### config.mk
export PLATFORM = sky130hd
export DESIGN_NAME = fracBaudGen
export DESIGN_NICKNAME = d
export VERILOG_FILES = /design/src/rtl/baud_pkg.sv /design/src/rtl/baudCtrl.sv /design/src/rtl/baudDatapath.sv /design/src/rtl/fracBaudGen.sv
export SDC_FILE = /design/constraint.sdc
export NUM_CORES = 1
export LEC_CHECK = 0
export ABC_AREA = 1
export BUFFER_PORTS_ARGS = -buffer_cell sky130_fd_sc_hd__buf_4
export CAP_MARGIN = 5
export CORE_MARGIN = 2
export CORE_UTILIZATION = 40
export DETAILED_ROUTE_END_ITERATION = 12
export GPL_ROUTABILITY_DRIVEN = 0
export PLACE_DENSITY = 0.61
export SYNTH_ARGS = -nofsm -noshare
export SYNTH_HDL_FRONTEND = slang
export SYNTH_SLANG_ARGS = --single-unit
export TNS_END_PERCENT = 10
### constraint.sdc
create_clock -name clk -period 4.3 [get_ports clk]
set_input_delay 0.645 -clock clk [delete_from_list [all_inputs] [get_ports clk]]
set_output_delay 0.645 -clock clk [all_outputs]
set_load 0.02 [all_outputs]
### src/rtl/baud_pkg.sv
package baud_pkg;
  localparam int CFG_W     = 32;
  localparam int SCALE_W   = 12;
  localparam int SCALE_LSB = 16;
  localparam int STEP_W    = 16;
  localparam int STEP_LSB  = 0;
  localparam int ACC_W     = STEP_W + 1;

  typedef struct packed {
    logic addEn;     // add step into accumulator this cycle
    logic clearAcc;  // configuration load: clear phase
  } ctrlStrobes_t;
endpackage

### src/rtl/baudCtrl.sv
module baudCtrl
  import baud_pkg::*;
#(
  parameter int SCALE_W_P = SCALE_W
) (
  input  logic                 clk,
  input  logic                 rstN,
  input  logic                 cfgWrite,
  input  logic [SCALE_W_P-1:0] scaleIn,
  output ctrlStrobes_t         strobes
);
  logic [SCALE_W_P-1:0] scaleReg;
  logic [SCALE_W_P-1:0] presCnt;
  logic                 presHit;

  assign presHit = (presCnt == scaleReg);

  always_ff @(posedge clk or negedge rstN) begin
    if (!rstN) begin
      scaleReg <= '0;
      presCnt  <= '0;
    end else if (cfgWrite) begin
      scaleReg <= scaleIn;
      presCnt  <= '0;
    end else if (presHit) begin
      presCnt  <= '0;
    end else begin
      presCnt  <= presCnt + 1'b1;
    end
  end

  always_comb begin
    strobes.clearAcc = cfgWrite;
    strobes.addEn    = presHit && !cfgWrite;
  end
endmodule

### src/rtl/baudDatapath.sv
module baudDatapath
  import baud_pkg::*;
#(
  parameter int STEP_W_P = STEP_W
) (
  input  logic                clk,
  input  logic                rstN,
  input  logic                cfgWrite,
  input  logic [STEP_W_P-1:0] stepIn,
  input  ctrlStrobes_t        strobes,
  output logic                tick
);
  localparam int AW = STEP_W_P + 1;

  logic [STEP_W_P-1:0] stepReg;
  logic [AW-1:0]       phaseAcc;
  logic [AW:0]         phaseSum;

  assign phaseSum = {1'b0, phaseAcc} + {{(AW + 1 - STEP_W_P){1'b0}}, stepReg};

  always_ff @(posedge clk or negedge rstN) begin
    if (!rstN) begin
      stepReg <= '0;
    end else if (cfgWrite) begin
      stepReg <= stepIn;
    end
  end

  always_ff @(posedge clk or negedge rstN) begin
    if (!rstN) begin
      phaseAcc <= '0;
      tick     <= 1'b0;
    end else if (strobes.clearAcc) begin
      phaseAcc <= '0;
      tick     <= 1'b0;
    end else if (strobes.addEn) begin
      phaseAcc <= phaseSum[AW-1:0];
      tick     <= phaseSum[AW];
    end else begin
      tick     <= 1'b0;
    end
  end
endmodule

### src/rtl/fracBaudGen.sv
module fracBaudGen
  import baud_pkg::*;
(
  input  logic             clk,
  input  logic             rstN,
  input  logic             cfgWrite,
  input  logic [CFG_W-1:0] cfgWord,
  output logic             tick
);
  ctrlStrobes_t strobes;

  baudCtrl #(.SCALE_W_P(SCALE_W)) u_ctrl (
    .clk      (clk),
    .rstN     (rstN),
    .cfgWrite (cfgWrite),
    .scaleIn  (cfgWord[SCALE_LSB +: SCALE_W]),
    .strobes  (strobes)
  );

  baudDatapath #(.STEP_W_P(STEP_W)) u_dp (
    .clk      (clk),
    .rstN     (rstN),
    .cfgWrite (cfgWrite),
    .stepIn   (cfgWord[STEP_LSB +: STEP_W]),
    .strobes  (strobes),
    .tick     (tick)
  );
endmodule

==> impl_metrics.ini <==
[sta]
rsz0062_at_grt = false
fin_crit_ps = 2080
post-route-period-util = 0.483
tns_ps = 0
finalSetupViolations = 0
fmax_ghz = 0.482
slew_headroom = 0.439
hold_viol = 0
tightest_slew_ps = 840
worst_clock_skew_ps = 13.1
maxSlewViolCount = 0

[pwr]
p_sw_frac = 0.249
cell_internal_pwr_uw = 969
power.leakage_nw = 2.17
powerDensity_nw_per_um2 = 327
p_total_mw = 1.29
pwr-share-clk = 0.435
p_comb_frac = 0.109
power.switching_uw = 322
peakVddDrop_uv = 168
power_frac_seq = 0.456

[worst_setup_path]
endpoint_kind = register
cp-start-kind = input port
arrival_ps = 2330
crit_type = in -> reg
critPathRequiredTime_ps = 4550
critPathMaxFanout = 37

[route]
wl_per_cell_um = 11.6
drtIter0Drc = 121
drc = 0
ant_nets = 0
drt-total-wl_mm = 7.18
vias = 2874
firstDrtPassIters = 6
routed_via_density = 4.64

[floorplan]
die_area_um2 = 9280
rows = 33
start_util = 0.413
die_w_um = 96.3
die_h_um = 96.3
core_um2 = 8260
pin_count = 36

[placed_design]
port_buffers = 31
post_dp_cell_area_um2 = 3730
dp_hpwl_mm = 5.01
place_inst = 603

[synth]
avgSynthCellArea_um2 = 7.18
yosysSeqAreaShare = 0.426
synth_area_leaders = dfrtp_1 43%, nand2_1 24%, ha_1 6.2%
synth_edf_count = 0
synthesis.nets = 528
synth_top_area_share = 0.426
synth_top_flop_cell = dfrtp_1
async_reset_ff_frac = 1.00
ys_ff_latch = 58
yosysWarnings = 0
synth.distinct_cells = 27
syn_inst = 475
post-synth-top-area-cell = dfrtp_1
synth_area_um2 = 3410

[finish]
layout.cells.non_filler = 619
fill_cells = 862
diodes = 0
stdcell_area_um2 = 3950
area_growth_pct = 16.0
drive_above_1_share = 0.105
nets = 562

[grt]
grt_start_max_net_pins = 59
grt-ovfl-total = 0
grt_usage = 0.175
grt_pass1_wl_mm = 12.4
antenna_found_initial = 0
grt_pass1_vias = 2766

[clock_tree]
worstSkewPairLatency_ps = 340
clk_pin_slew_ps = 70
cts.repair.resized = 0
root_buffer = clkbuf_8
cts_htree_levels = 3
cts_hold_repair.buffers = 0
cts_sinks = 58
cts_made_buffers = 9
cts_setup_buffers = 0
cts_tree = built
cts_buffer_depth = 2

[flow_run]
cap_violations = 0

[min_path]
hold_path_class = in -> async

[run_status]
status = finished, final reports clean
## cells in the mapped netlist, types with 2 or more instances
cell,count
xor2_1,7
nand3_1,19
buf_1,2
ha_1,17
o21ai_1,8
nor2_2,3
nor2_1,29
clkbuf_1,4
inv_1,52
o21ai_0,10
nand3b_1,8
nand2_1,219
or2_2,2
dfrtp_1,58
a21oi_1,11
nand4_1,3
xnor2_1,10
nor3_1,4
## power by group through the flow
stage	Combinational (mW)	Sequential, mW	Clock [mW]
after floorplan	0.0931	0.594	0
after global placement	0.141	0.598	0
after detailed placement	0.144	0.599	0
after CTS	0.144	0.589	0.581
after global routing	0.165	0.592	0.610
final	0.141	0.588	0.562
## per-stage QoR
step,hold slack [ps],utilization,worst slack [ps]
after floorplan,349,-,2640
after global placement,463,0.452,1810
after detailed placement,469,0.452,1780
after CTS,403,0.479,2130
after global routing,426,0.479,1990
final,363,0.479,2220
## path summary, 6_finish.rpt
kind                                  startpoint                end  slack (ps)  cells past startpoint
worst max-delay path                    cfgWrite   u_dp.phaseAcc[2]        2220                      6
worst min-delay path                        rstN    u_dp.stepReg[5]         360                      1
worst max register to register  u_dp.phaseAcc[0]  u_dp.phaseAcc[14]        2380                     13
worst min register to register   u_dp.stepReg[2]    u_dp.stepReg[2]         480                      2
max in group asynchronous                   rstN    u_dp.stepReg[4]        3420                      1
min in group clk                 u_dp.stepReg[2]    u_dp.stepReg[2]         480                      2
## area by class of cell
| type | count | area, um2 | share of cell area |
|---|---|---|---|
| clock buffer | 11 | 141 | 0.0358 |
| clock inverter | 5 | 77.6 | 0.0196 |
| inverter | 53 | 201 | 0.0509 |
| multi-input combinational | 356 | 1720 | 0.434 |
| sequential | 58 | 1450 | 0.367 |
| tap | 105 | 131 | 0.0332 |
| timing repair buffer | 31 | 233 | 0.0589 |
## layer usage
| metal | vias to the layer above | GRT usage | wire length (um) |
|---|---|---|---|
| li1 | 1527 | - | - |
| met1 | 1291 | 0.219 | 3440 |
| met2 | 48 | 0.291 | 3380 |
| met3 | 8 | 0.0446 | 272 |
| met4 | 0 | 0.0610 | 89 |
| met5 | - | 0 | 0 |
## sequential cells by signal (all words and copies together), names as in the netlist
| register | flops |
|---|---|
| u_ctrl.scaleReg | 12 |
| u_ctrl.presCnt | 12 |
| u_dp.stepReg | 16 |
| u_dp.phaseAcc | 17 |
| u_dp.tick | 1 |
## logic make-up after synthesis
group / after synthesis / synth area share
AND/OR/NAND/NOR: 291 / 0.348
flip-flops: 58 / 0.426
buffers and inverters: 61 / 0.0705
adder cells (fa/ha/maj): 18 / 0.0683
AO/OA/AOI/OAI: 30 / 0.0444
XOR/XNOR: 17 / 0.0437
## worst max-delay path, stage by stage
cell and delay [ps]:
buf_4 230, inv_1 660, nand2_2 330, inv_4 280, nand2_1 70, o21ai_1 80
## placed cells by master (no fill, tap or decap), types with 3 or more instances in the layout
cell type / n
nand2_1: 219
dfrtp_1: 58
inv_1: 52
buf_4: 31
nor2_1: 29
nand3_1: 19
ha_1: 17
a21oi_1: 11
xnor2_1: 10
o21ai_0: 10
clkbuf_8: 10
nand3b_1: 8
o21ai_1: 8
xor2_1: 7
nor3_1: 4
nor2_2: 3
nand4_1: 3
No activity file was read; power rests on OpenSTA's default activity.
